$ cat config.mk
export PLATFORM = sky130hd
export DESIGN_NAME = hlc_clk_div
export DESIGN_NICKNAME = d
export VERILOG_FILES = /design/src/rtl/hlc_clk_div_pkg.sv /design/src/rtl/hlc_clk_div_cfg.sv /design/src/rtl/hlc_clk_div_seq.sv /design/src/rtl/hlc_clk_div_out.sv /design/src/rtl/hlc_clk_div.sv
export SDC_FILE = /design/constraint.sdc
export NUM_CORES = 1
export LEC_CHECK = 0
export ABC_AREA = 1
export CORE_MARGIN = 2
export CORE_UTILIZATION = 50
export CTS_BUF_LIST = sky130_fd_sc_hd__clkbuf_2 sky130_fd_sc_hd__clkbuf_4 sky130_fd_sc_hd__clkbuf_8
export DETAILED_ROUTE_END_ITERATION = 10
export DONT_BUFFER_PORTS = 1
export HOLD_SLACK_MARGIN = 0.06
export PLACE_DENSITY = 0.68
export SETUP_SLACK_MARGIN = 0.15
export SYNTH_ARGS = -nofsm -noshare
export SYNTH_HDL_FRONTEND = slang
export SYNTH_HIERARCHICAL = 1
export SYNTH_SLANG_ARGS = --single-unit
$ cat constraint.sdc
create_clock -name clk_i -period 2.1 [get_ports clk_i]
set_input_delay 0.21 -clock clk_i [delete_from_list [all_inputs] [get_ports clk_i]]
set_output_delay 0.21 -clock clk_i [all_outputs]
set_load 0.1 [all_outputs]
$ cat src/rtl/hlc_clk_div_pkg.sv
package hlc_clk_div_pkg;
  typedef enum logic {
    PH_LO = 1'b0,
    PH_HI = 1'b1
  } phase_e;
endpackage

$ cat src/rtl/hlc_clk_div_cfg.sv
module hlc_clk_div_cfg #(
  parameter int FIELD_W = 4,
  localparam int LEN_W  = FIELD_W + 1,
  localparam int D_W    = FIELD_W + 2
) (
  input  logic               rst_ni,
  input  logic [FIELD_W-1:0] low_cnt_i,
  input  logic [FIELD_W-1:0] high_cnt_i,
  input  logic               dcc_dis_i,
  output logic [LEN_W-1:0]   lo_len_o,
  output logic [LEN_W-1:0]   hi_len_o,
  output logic               dcc_en_o
);
  logic [D_W-1:0] ratio;
  logic [D_W-1:0] half;

  always_comb begin
    ratio    = D_W'(low_cnt_i) + D_W'(high_cnt_i) + D_W'(2);
    half     = ratio >> 1;
    dcc_en_o = ratio[0] & ~dcc_dis_i;
    if (dcc_en_o) begin
      hi_len_o = LEN_W'(half);
      lo_len_o = LEN_W'(ratio - half);
    end else begin
      hi_len_o = LEN_W'(high_cnt_i) + LEN_W'(1);
      lo_len_o = LEN_W'(low_cnt_i) + LEN_W'(1);
    end
  end

  // both phases non-empty and summing to the programmed ratio
  always_comb begin
    if (rst_ni) begin
      a_r3_len_range: assert (lo_len_o != '0 && hi_len_o != '0 &&
                              (D_W'(lo_len_o) + D_W'(hi_len_o)) == ratio)
        else $error("a_r3_len_range");
    end
  end
endmodule

$ cat src/rtl/hlc_clk_div_seq.sv
module hlc_clk_div_seq
  import hlc_clk_div_pkg::*;
#(
  parameter int FIELD_W = 4,
  parameter int PHASE_W = 5,
  localparam int LEN_W  = FIELD_W + 1
) (
  input  logic               clk_i,
  input  logic               rst_ni,
  input  logic               sync_i,
  input  logic [PHASE_W-1:0] phase_i,
  input  logic [LEN_W-1:0]   lo_len_i,
  input  logic [LEN_W-1:0]   hi_len_i,
  input  logic               dcc_en_i,
  output logic               q_o,
  output logic               dcc_o
);
  phase_e             ph_q;
  logic [LEN_W-1:0]   rem_q;
  logic [PHASE_W-1:0] dly_q;
  logic [LEN_W-1:0]   lo_r, hi_r;
  logic               dcc_r;
  logic               bnd;

  // period boundary: start of a low phase, the only point where fields load
  always_comb begin
    if (sync_i)                bnd = (phase_i == '0);
    else if (dly_q != '0)      bnd = (dly_q == PHASE_W'(1));
    else                       bnd = (rem_q == '0) && (ph_q == PH_HI);
  end

  always_ff @(posedge clk_i or negedge rst_ni) begin
    if (!rst_ni) begin
      ph_q  <= PH_LO;
      rem_q <= '0;
      dly_q <= PHASE_W'(1);
    end else if (bnd) begin
      ph_q  <= PH_LO;
      rem_q <= lo_len_i - LEN_W'(1);
      dly_q <= '0;
    end else if (sync_i) begin
      ph_q  <= PH_LO;
      dly_q <= phase_i;
    end else if (dly_q != '0) begin
      ph_q  <= PH_LO;
      dly_q <= dly_q - PHASE_W'(1);
    end else if (rem_q == '0) begin
      ph_q  <= PH_HI;
      rem_q <= hi_r - LEN_W'(1);
    end else begin
      rem_q <= rem_q - LEN_W'(1);
    end
  end

  always_ff @(posedge clk_i or negedge rst_ni) begin
    if (!rst_ni) begin
      lo_r  <= LEN_W'(1);
      hi_r  <= LEN_W'(1);
      dcc_r <= 1'b0;
    end else if (bnd) begin
      lo_r  <= lo_len_i;
      hi_r  <= hi_len_i;
      dcc_r <= dcc_en_i;
    end
  end

  assign q_o   = (ph_q == PH_HI);
  assign dcc_o = dcc_r;

  // a high phase starts with its captured length
  a_r2_rise_len: assert property (@(posedge clk_i) disable iff (!rst_ni)
    $rose(q_o) |-> rem_q == hi_r - LEN_W'(1));
  // a low phase entered outside an offset window starts with its captured length
  a_r1_fall_len: assert property (@(posedge clk_i) disable iff (!rst_ni)
    ($fell(q_o) && dly_q == '0) |-> rem_q == lo_r - LEN_W'(1));
  // captured fields hold between boundaries
  a_r8_hold_cfg: assert property (@(posedge clk_i) disable iff (!rst_ni)
    !bnd |=> ($stable(lo_r) && $stable(hi_r) && $stable(dcc_r)));
  // sync forces the low level
  a_r7_sync_low: assert property (@(posedge clk_i) disable iff (!rst_ni)
    sync_i |=> !q_o);
endmodule

$ cat src/rtl/hlc_clk_div_out.sv
module hlc_clk_div_out (
  input  logic clk_i,
  input  logic rst_ni,
  input  logic q_i,
  input  logic dcc_i,
  input  logic bypass_i,
  output logic clk_o
);
  logic qn_q;

  // half-cycle retimed copy stretches the high phase for odd ratios
  always_ff @(negedge clk_i or negedge rst_ni) begin
    if (!rst_ni) qn_q <= 1'b0;
    else         qn_q <= q_i;
  end

  always_comb begin
    if (bypass_i)   clk_o = clk_i;
    else if (dcc_i) clk_o = q_i | qn_q;
    else            clk_o = q_i;
  end

  // the retimed copy lags the core level by exactly half a cycle
  a_r5_half_lag: assert property (@(posedge clk_i) disable iff (!rst_ni)
    qn_q == q_i);
endmodule

$ cat src/rtl/hlc_clk_div.sv
module hlc_clk_div #(
  parameter int FIELD_W = 4,
  parameter int PHASE_W = 5
) (
  input  logic               clk_i,
  input  logic               rst_ni,
  input  logic               sync_i,
  input  logic [FIELD_W-1:0] low_cnt_i,
  input  logic [FIELD_W-1:0] high_cnt_i,
  input  logic               bypass_i,
  input  logic               dcc_dis_i,
  input  logic [PHASE_W-1:0] phase_i,
  output logic               clk_o
);
  localparam int LEN_W = FIELD_W + 1;

  logic [LEN_W-1:0] lo_len, hi_len;
  logic             dcc_en, q, dcc_act;

  hlc_clk_div_cfg #(.FIELD_W(FIELD_W)) u_cfg (
    .rst_ni    (rst_ni),
    .low_cnt_i (low_cnt_i),
    .high_cnt_i(high_cnt_i),
    .dcc_dis_i (dcc_dis_i),
    .lo_len_o  (lo_len),
    .hi_len_o  (hi_len),
    .dcc_en_o  (dcc_en)
  );

  hlc_clk_div_seq #(.FIELD_W(FIELD_W), .PHASE_W(PHASE_W)) u_seq (
    .clk_i   (clk_i),
    .rst_ni  (rst_ni),
    .sync_i  (sync_i),
    .phase_i (phase_i),
    .lo_len_i(lo_len),
    .hi_len_i(hi_len),
    .dcc_en_i(dcc_en),
    .q_o     (q),
    .dcc_o   (dcc_act)
  );

  hlc_clk_div_out u_out (
    .clk_i   (clk_i),
    .rst_ni  (rst_ni),
    .q_i     (q),
    .dcc_i   (dcc_act),
    .bypass_i(bypass_i),
    .clk_o   (clk_o)
  );

  // divided output idles low in reset
  always_comb begin
    if (!rst_ni && !bypass_i) begin
      a_r9_reset_low: assert (clk_o == 1'b0) else $error("a_r9_reset_low");
    end
  end
endmodule

# Word level (Yosys, flattened, before mapping)
# Cells that the tools add are included.
dict set report word_totals {
  output_inout_bits 1
  ff_bits 18
}
dict set report classes {
  n_eq_ne 3
  add_sub_neg 9
  n_mux 17
  bitwise_logic 3
  n_reduce_logical 7
}
# cell count
set op_table {}
lappend op_table {{$mux W5} 9}
lappend op_table {{$sub A5 B1 Y5 const B} 4}
lappend op_table {{$add A4 B1 Y5 const B} 2}
lappend op_table {{$logic_not A5 Y1} 2}
lappend op_table {{$mux W1} 8}
lappend op_table {{$add A5 B2 Y6 const B} 1}
lappend op_table {{$add A4 B4 Y5} 1}
lappend op_table {{$eq A5 B1 Y1 const B} 1}
lappend op_table {{$reduce_bool A5 Y1} 1}
lappend op_table {{$sub A5 B5 Y5} 1}
lappend op_table {{$ne A2 B1 Y1 const B} 2}
lappend op_table {{$reduce_bool A4 Y1} 1}
lappend op_table {{$reduce_bool A3 Y1} 1}
lappend op_table {{$reduce_and A2 Y1} 1}
lappend op_table {{$and A1 B1 Y1} 1}
lappend op_table {{$logic_and A1 B1 Y1} 1}
lappend op_table {{$not A1 Y1} 1}
lappend op_table {{$or A1 B1 Y1} 1}

# Depth between registers and ports, before layout
# Gate-level depths: netlist (run 1).
dict set report logic_depth {
  ltp_word 6
  ltp_mapped 22
  ltp_nobuf 22
}

# By module
# The synthesis (run 1) kept the hierarchy.
# module instances cells_each area_per_inst_um2 seq_area_each_um2
set by_module_without_submodules {}
lappend by_module_without_submodules {hlc_clk_div_seq 1 142 1092.3 427.9}
lappend by_module_without_submodules {hlc_clk_div_cfg 1 98 568.0 0.0}
lappend by_module_without_submodules {hlc_clk_div_out 1 6 51.3 25.0}

==> qor.csv, run 1 <==
metric,value,unit
outcome,"finished, violations left",
violations,"design-rule violations, negative setup slack",
r2r_cells,14,
sw_frac_of_total,42.9,%
path_max_fanout,1,
final_cell_count_no_fill,326,
cp.arrival,2.51,ns
syn_nets,282,
hold-path-cell-count,4,
drc,1,
hp-class,in -> reg,
synth_edf_count,0,
slowest_delay,0.57,ns
routedWlPerCell,11.9,um
finClkSkew,0.00660,ns
worstMarginPinSlew,0.784,ns
first_pass_iters,7,
cp-start-kind,register,
syn-instance-count,246,
area_growth,30.9,%
grt_antenna_before_repair,0,
cpLargestDelayFamily,compound AO/OA/AOI/OAI gates,
clock_power_share,18.8,%
grt_max_degree,18,
rsz0062_at_grt,true,
io_buffers,0,
slew_headroom,47.6,%
path_buf_inv,0,
layout_common_cells,"nand2_1 (55), inv_1 (32), nor2_1 (22)",
routabilityCongestion,0.835,
p_int,1.11,mW
reg2reg_from,u_seq/dly_q[0]$_DFFE_PN1P_,
post-dp-hpwl,2.98,mm
ys_seq_elements,18,
dp_cells,308,
comb_power_share,52.6,%
synth_area_leaders,"dfrtp_1 (22%), nand2_1 (13%), ha_1 (12%), inv_1 (8.6%), nand3_1 (6.4%)",
grt-ovfl-total,0,
initial_core_util,51.7,%
synth_top_cell_area_share,21.9,%
path_clk_slew,0.10,ns
netSwitchingPower,835,uW
avgSynthCellArea,6.96,sq um
synth_top_cell_by_area,dfrtp_1,
synthFlopType,dfrtp_1,
place_area,1980,sq um
path_class,reg -> out,
worstHoldStart,high_cnt_i[3],
fp-row-count,21,
leakage,1.09,nW
cts_tree,built,
grt_usage,22.2,%
slowest_stage,a21oi_4,
ant_nets,0,
seq_power_share,28.5,%
setup_ws,-0.624,ns
synth_area,1710,sq um
finalSetupViolCount,4,
drv_cap,0,
drive_above_1_share,27.5,%
coreArea,3310,sq um
postSynth.asyncResetShare,100,%
p_per_area,868,nW/um^2
grt_pass1_vias,1673,
final_common_cell,nand2_1,
crit_chain,nand2_2 > a21oi_4,
r2r_end,u_seq/rem_q[4]$_DFFE_PN0P_,
dp_slack,-0.557,ns
rrSetupSlack,0.05,ns
nNetsFinal,317,
die_y,62.5,um
seq_area_frac_synth,26.5,%
drt_iter0_drc,48,
yosysWarnings,6,
worst_setup_path_end_kind,output port,
grt_pass1_wl,6.89,mm
ys_types,36,
routed-via-count,1626,
min_to,u_seq/hi_r[4]$_DFFE_PN0P_,
fp.dieW,62.5,um
die_area,3910,sq um
final_area,2240,sq um
diodes,0,
tns,-0.750,ns
via_per_inst,4.99,
clock_latency,0.42,ns
vdd_drop_max,0.428,mV
drt-total-wl,3.88,mm
io-pin-count,19,
critical_path_required,1.89,ns
finalMaxSlewViolations,0,
hold_viol,0,
[layer usage]
| metal | track usage [%] | share of wire (%) | vias up |
|---|---|---|---|
| li1 | - | - | 864 |
| met1 | 27.1 | 46 | 727 |
| met2 | 38.2 | 49 | 28 |
| met3 | 3.78 | 3.1 | 7 |
| met4 | 10.3 | 1.7 | 0 |
| met5 | 0 | 0 | - |
[worst min-delay path, delay by kind of cell]
kind	cells	cell delay, ns
AO/OA/AOI/OAI	2	0.13
AND/OR/NAND/NOR	2	0.10
[worst max-delay path by stage]
stage                                            end  depth (start not counted)  slack, ns                 start
final                                          clk_o                          2      -0.62  u_out/qn_q$_DFF_NN0_
after global routing                           clk_o                          2      -0.68  u_out/qn_q$_DFF_NN0_
after CTS                                      clk_o                          2      -0.64  u_out/qn_q$_DFF_NN0_
after detailed placement  u_seq/rem_q[4]$_DFFE_PN0P_                         22      -0.56         high_cnt_i[1]
after global placement    u_seq/rem_q[4]$_DFFE_PN0P_                         20      -0.49          low_cnt_i[1]
after floorplan           u_seq/rem_q[4]$_DFFE_PN0P_                         22      -0.41         high_cnt_i[1]
[metrics by stage]
step,power (mW),hold slack [ns],util (%)
floorplan,1.30,-0.0856,-
global placement,1.52,-0.0852,59.8
detailed placement,1.53,-0.0852,59.8
CTS,1.88,0.0664,65.2
global route,2.14,0.0955,67.7
finish,1.95,0.0657,67.7
[state kept, by name, summed over array words and instances (netlist names)]
name and cells:
u_seq/dcc_o 1, u_seq/dly_q 5, u_seq/rem_q 5, u_seq/q_o 1, u_out/qn_q 1, u_seq/hi_r 5
[power by group through the flow]
stage	combinational, mW	clock, mW	sequential, mW
floorplan	0.697	0.0660	0.533
global placement	0.900	0.0660	0.553
detailed placement	0.909	0.0660	0.557
CTS	0.956	0.374	0.548
global route	1.18	0.397	0.565
finish	1.02	0.366	0.555
[cell families after synthesis]
logic type,after synthesis,share of synthesized area (%)
and+or+nand+nor,126,33.8
buffers and inverters,46,11.8
AOI/OAI and AO/OA,34,11.9
adders and majority gates,18,14.0
DFF,18,26.5
xor gates and xnor gates,4,2.05
[cell usage after synthesis, drive strengths merged (2+ instances only)]
master   count
a31oi        4
buf          3
nand4        3
dfstp        2
nand2       67
nor2        29
ha          16
inv         41
fa           2
nand3       23
xor2         2
o21ai       19
a21oi        4
dfrtp       15
nor4         2
xnor2        2
o2111ai      2
[layout make-up]
cell class / instances / area [sq um]
Clock buffer: 7 / 58.8
Fill cell: 288 / 1070
Tap cell: 46 / 57.6
Multi-Input combinational cell: 182 / 1210
Sequential cell: 18 / 453
Timing Repair Buffer: 31 / 277
Inverter: 42 / 189
[timing repair]
| action | in CTS | in global routing |
|---|---|---|
| endpoints found under the hold margin | 23 | 0 |
| hold buffers | 8 | 0 |
| buffers inserted | 2 | 1 |
| endpoints found under the setup margin | 7 | 11 |
| resized for setup | 7 | 20 |
| pin swaps | 16 | 12 |
Power figures use the tool's default switching activity.
==> inputs of run 2 (changes only) <==
Settings changed: CORE_UTILIZATION 50 to 30, PLACE_DENSITY 0.68 to unset.
==> run 2 against run 1 <==
Effect of this change: the flow finishes with violations (negative setup slack); first-iteration DRC count is 2.1% lower; sequential power hardly changed; sequential cell count stayed put; combinational power hardly changed; hold slack better by 0.0084 ns; routed wire length is 5.5% higher; critical endpoint unchanged; highest routed layer unchanged.
==> qor.csv, run 2 (same netlist as run 1, synthesis figures left out) <==
metric,value,unit,change
leakage,1.11,nW,+2.0%
dp_cells,335,,+8.8%
via_per_inst,4.65,,-6.8%
die_y,79.5,um,+27%
worst_setup_path_end_kind,output port,,
reg2reg_from,u_seq/dly_q[1]$_DFFE_PN0P_,,
vdd_drop_max,0.406,mV,-5.3%
routabilityCongestion,0.793,,-5.0%
drt_iter0_drc,47,,-2.1%
clock_latency,0.38,ns,-0.04 ns
p_per_area,900,nW/um^2,+3.7%
outcome,"finished, violations left",,
multi_input_area,1210,sq um,+0.31%
grt_pass1_vias,1629,,-2.6%
fp.dieW,79.5,um,+27%
grt_pass1_wl,7.05,mm,+2.3%
worstMarginPinSlew,0.782,ns,-0.00262 ns
diodes,0,,unchanged
violations,negative setup slack,,
path_class,reg -> out,,
cp-start-kind,register,,
dp_slack,-0.582,ns,-0.0254 ns
critical_path_required,1.89,ns,about the same
slew_headroom,47.7,%,+0.18 points
finClkSkew,0.0299,ns,+0.0233 ns
path_clk_slew,0.06,ns,-0.04 ns
hold_viol,0,,unchanged
finalMaxSlewViolations,0,,unchanged
rsz0062_at_grt,true,,
path_max_fanout,1,,unchanged
drt-total-wl,4.10,mm,+5.5%
cp.arrival,2.46,ns,-0.05 ns
first_pass_iters,4,,-3
drv_cap,0,,unchanged
cts_tree,built,,
grt_usage,13.9,%,-8.3 points
setup_ws,-0.573,ns,+0.0514 ns
nNetsFinal,317,,unchanged
routedWlPerCell,11.6,um,-2.3%
final_common_cell,nand2_1,,
worstHoldStart,phase_i[3],,
rrSetupSlack,0.12,ns,+0.07 ns
area_growth,33.0,%,
reg_top3,"u_seq/dly_q x5, u_seq/hi_r x5, u_seq/rem_q x5",,
initial_core_util,31.1,%,-21 points
final_cell_count_no_fill,352,,+8.0%
hp-class,in -> reg,,
fp-row-count,27,,+29%
die_area,6330,sq um,+62%
io_buffers,0,,unchanged
layout_common_cells,"nand2_1 (54), inv_1 (30), nor2_1 (23)",,
drc,0,,-1
drive_above_1_share,28.9,%,+1.4 points
nFillCells,583,,+100%
coreArea,5510,sq um,+66%
post-dp-hpwl,3.18,mm,+6.8%
grt-ovfl-total,0,,unchanged
finalSetupViolCount,4,,unchanged
grt_max_degree,18,,unchanged
critPathLaunch,u_out/qn_q$_DFF_NN0_,,
ant_nets,0,,unchanged
routed-via-count,1636,,+0.62%
seqCellArea,453,sq um,unchanged
grt_antenna_before_repair,0,,unchanged
io-pin-count,19,,unchanged
==> run 2: path summary, 6_finish.rpt <==
path / to / cells after the start
worst min-delay path: u_seq/dly_q[3]$_DFFE_PN0P_ / 2
worst max register to register: u_seq/rem_q[2]$_DFFE_PN0P_ / 14
worst max-delay path: clk_o / 2
min in group asynchronous: u_seq/hi_r[4]$_DFFE_PN0P_ / 1
max in group asynchronous: u_seq/dly_q[3]$_DFFE_PN0P_ / 1
worst min register to register: u_seq/hi_r[1]$_DFFE_PN0P_ / 2
==> run 2: power breakdown <==
group	internal [mW]	total (mW)	switching, mW
Combinational	0.456	1.02	0.568
Sequential	0.471	0.553	0.0819
Clock	0.280	0.473	0.193
Total	1.21	2.05	0.843
==> run 2: final cells by class <==
cell class | instances | area share (%)
Clock buffer | 7 | 3.96
Inverter | 42 | 8.13
Multi-Input combinational cell | 183 | 53.1
Sequential cell | 18 | 19.9
Tap cell | 72 | 3.96
Timing Repair Buffer | 30 | 10.9
==> run 2: worst max-delay path, cell delays in order (launching register included) <==
cell and delay (ns):
dfrtn_1 0.40, nand2_2 0.06, a21oi_4 0.57
==> run 2: what timing repair did <==
item                       CTS  global route
pin swaps                   10             7
gates resized for setup     11            19
hold endpoints to repair    20             1
setup buffers                2             2
cloned                       1             0
hold buffers                 4             1
setup endpoints to repair   10            14
==> run 2: per-stage QoR <==
stage	hold WS [ns]	setup TNS (ns)	instance area, sq um	util (%)	total power, mW
after CTS	0.0644	-0.909	2190	39.7	2.03
after detailed placement	-0.0851	-2.21	2010	36.4	1.55
final	0.0742	-0.821	2280	41.4	2.05
after global placement	-0.0852	-1.88	2010	36.4	1.53
after global routing	0.0877	-1.32	2280	41.4	2.25
after floorplan	-0.0856	-1.54	1800	-	1.30
==> run 2: metal layers <==
metal  track usage [%]  share of wire (%)  vias to the layer above
met3              3.17                3.2                        2
met4              2.59               0.39                        0
met2              22.7                 47                       23
li1                  -                  -                      863
met1              18.8                 50                      748
met5                 0                  0                        -
==> inputs of run 3 (changes only) <==
Settings changed: GPL_ROUTABILITY_DRIVEN set to 1, SYNTH_HIERARCHICAL 1 to unset.
==> run 3 against run 2 <==
Effect of this change: the run still ends with negative setup slack left; final cell count shrank 6.0%; combinational power is essentially flat; register-to-register slack worse by 0.09 ns; critical endpoint unchanged; largest cell class unchanged.
==> qor.csv, run 3 <==
metric,value,unit,change
outcome,"finished, violations left",,
violations,negative setup slack,,
coreArea,5170,sq um,-6.1%
io_buffers,0,,unchanged
drt-total-wl,4.06,mm,-0.88%
fin_hold_ws,0.0810,ns,+0.00684 ns
synth_edf_count,0,,unchanged
ant_nets,0,,unchanged
first_pass_iters,4,,unchanged
finalMaxSlewViolations,0,,unchanged
post-dp-hpwl,3.02,mm,-5.0%
synth_top_cell_by_area,dfrtp_1,,
synth_most_common_cell,nand2_1,,
path_class,reg -> out,,
p_per_area,913,nW/um^2,+1.4%
yosysWarnings,0,,-6
hold_viol,0,,unchanged
via_per_inst,4.84,,+4.1%
grt_antenna_before_repair,0,,unchanged
top_layer,met4,,
cts_tree,built,,
fp-row-count,26,,-3.7%
grt_pass1_wl,7.22,mm,+2.4%
leakage,1.05,nW,-5.0%
fp.dieW,77.7,um,-2.3%
grt-ovfl-total,0,,unchanged
drive_above_1_share,33.7,%,+4.8 points
vdd_drop_max,0.470,mV,+16%
finalSetupViolCount,5,,+1
tns,-0.843,ns,-0.0224 ns
slowest_delay,0.55,ns,-0.02 ns
routedWlPerCell,12.3,um,+5.4%
wl_met3,121,um,-6.9%
synth_top_cell_area_share,23.0,%,+1.1 points
finClkSkew,0.0304,ns,+0.000501 ns
reg_top3,"u_seq.dly_q x5, u_seq.hi_r x5, u_seq.rem_q x5",,
syn_nets,263,,-6.7%
dp_cells,309,,-7.8%
wl_met2,2.02,mm,+5.9%
layout_common_cells,"nand2_1 (49), inv_1 (22), buf_4 (20)",,
grt_usage,14.8,%,+0.93 points
drv_cap,0,,unchanged
diodes,0,,unchanged
postSynth.asyncResetShare,100,%,unchanged
initial_core_util,31.5,%,+0.44 points
cp.arrival,2.48,ns,+0.02 ns
cp-start-kind,register,,
critical_path_required,1.89,ns,about the same
synth_area,1630,sq um,-4.8%
synth_common_cells,"nand2_1 (55), inv_1 (30), nor2_1 (20), nand3_1 (19), ha_1 (16)",,
crit_chain,a21oi_2 > o21ai_4,,
path_max_fanout,1,,unchanged
worstMarginPinSlew,0.791,ns,+0.00902 ns
syn-instance-count,227,,-7.7%
die_y,77.7,um,-2.3%
drt_iter0_drc,79,,+68%
setup_ws,-0.586,ns,-0.0131 ns
dp_slack,-0.551,ns,+0.0318 ns
seq_area_frac_synth,27.8,%,+1.3 points
slew_headroom,47.1,%,-0.60 points
grt_max_degree,18,,unchanged
die_area,6040,sq um,-4.5%
slowest_stage,o21ai_4,,
hp-class,in -> reg,,
synthFlopType,dfrtp_1,,
nNetsFinal,298,,-6.0%
routabilityCongestion,0.792,,-0.21%
wl_met1,1.87,mm,-8.7%
rsz0062_at_grt,true,,
final_common_cell,nand2_1,,
routed-via-count,1602,,-2.1%
final_area,2270,sq um,-0.38%
grt_pass1_vias,1676,,+2.9%
final_cell_count_no_fill,331,,-6.0%
clock_latency,0.38,ns,about the same
place_area,1880,sq um,-6.2%
nFillCells,521,,-11%
area_growth,39.1,%,
drc,0,,unchanged
avgSynthCellArea,7.18,sq um,+3.2%
ys_seq_elements,18,,unchanged
synth_area_leaders,"dfrtp_1 (23%), nand2_1 (13%), ha_1 (12%), inv_1 (6.9%), nand3_1 (5.8%)",,
io-pin-count,19,,unchanged
ys_types,36,,unchanged
path_clk_slew,0.06,ns,about the same
worst_setup_path_end_kind,output port,,
-- run 3: cell count changes after synthesis, sizes merged, moves of 3 or more --
cell,before,now
nand2,67,64
o21ai,19,15
inv,41,33
nand3,23,20
nor2,29,20
a21oi,4,12
-- run 3: final timing paths --
check	startpoint	end	slack [ns]	depth (start not counted)
hold reg to reg	u_seq.hi_r[0]$_DFFE_PN1P_	u_seq.hi_r[0]$_DFFE_PN1P_	0.49	2
max in group asynchronous	rst_ni	u_seq.rem_q[0]$_DFFE_PN0P_	1.23	1
min in group asynchronous	rst_ni	u_seq.hi_r[1]$_DFFE_PN0P_	0.38	1
setup reg to reg	u_seq.dly_q[0]$_DFFE_PN1N_	u_seq.rem_q[4]$_DFFE_PN0P_	0.03	15
setup / recovery	u_out.qn_q$_DFF_NN0_	clk_o	-0.59	2
hold / removal	sync_i	u_seq.dly_q[0]$_DFFE_PN1N_	0.08	2
-- run 3: cells by family (layout without fill, tap and decap cells) --
family          count (synthesis)  in the layout  synth area share [%]
compound gates                 38             38                  13.8
xor+xnor                        3              3                  1.61
fa+ha+maj                      18             18                  14.7
buf+inv                        36             70                  9.82
flops                          18             18                  27.8
mux                             1              1                 0.614
simple gates                  113            113                  31.6
-- run 3: worst max-delay path, delay by kind of cell, from the launching register on --
kind               cells  cell delay (ns)
DFF                    1             0.41
AOI/OAI and AO/OA      2             0.62
-- run 3: area by class of cell --
class	instances	area, sq um	share of cell area, %
clock buffers	7	96.3	4.25
inverters	33	151	6.67
multi-input cells	173	1230	54.2
flip-flops and latches	18	453	20.0
well taps	70	87.6	3.86
repair buffers	29	244	10.8
repair inverters	1	7.51	0.331
-- run 3: metrics by stage --
| step | utilization (%) | power (mW) |
|---|---|---|
| final | 43.9 | 2.07 |
| after CTS | 41.9 | 1.99 |
| after global routing | 43.9 | 2.25 |
| after floorplan | - | 1.25 |
| after detailed placement | 36.4 | 1.46 |
| after global placement | 36.4 | 1.44 |
-- run 3: metal layers --
| layer | vias to the layer above | global-route usage (%) |
|---|---|---|
| met2 | 29 | 24.8 |
| li1 | 815 | - |
| met4 | 0 | 5.71 |
| met1 | 751 | 19.2 |
| met5 | - | 0 |
| met3 | 7 | 2.09 |
-- run 3: repair_timing --
| action | CTS | global route |
|---|---|---|
| buffers inserted | 7 | 1 |
| cloned | 1 | 0 |
| setup endpoints to repair | 13 | 16 |
| hold buffers | 5 | 1 |
| resized for setup | 21 | 20 |
| hold endpoints to repair | 20 | 1 |
| pin swaps | 7 | 18 |
-- run 3: where the power goes --
| group | switching, mW | internal, mW |
|---|---|---|
| clock | 0.221 | 0.300 |
| sequential | 0.0738 | 0.464 |
| combinational | 0.553 | 0.460 |
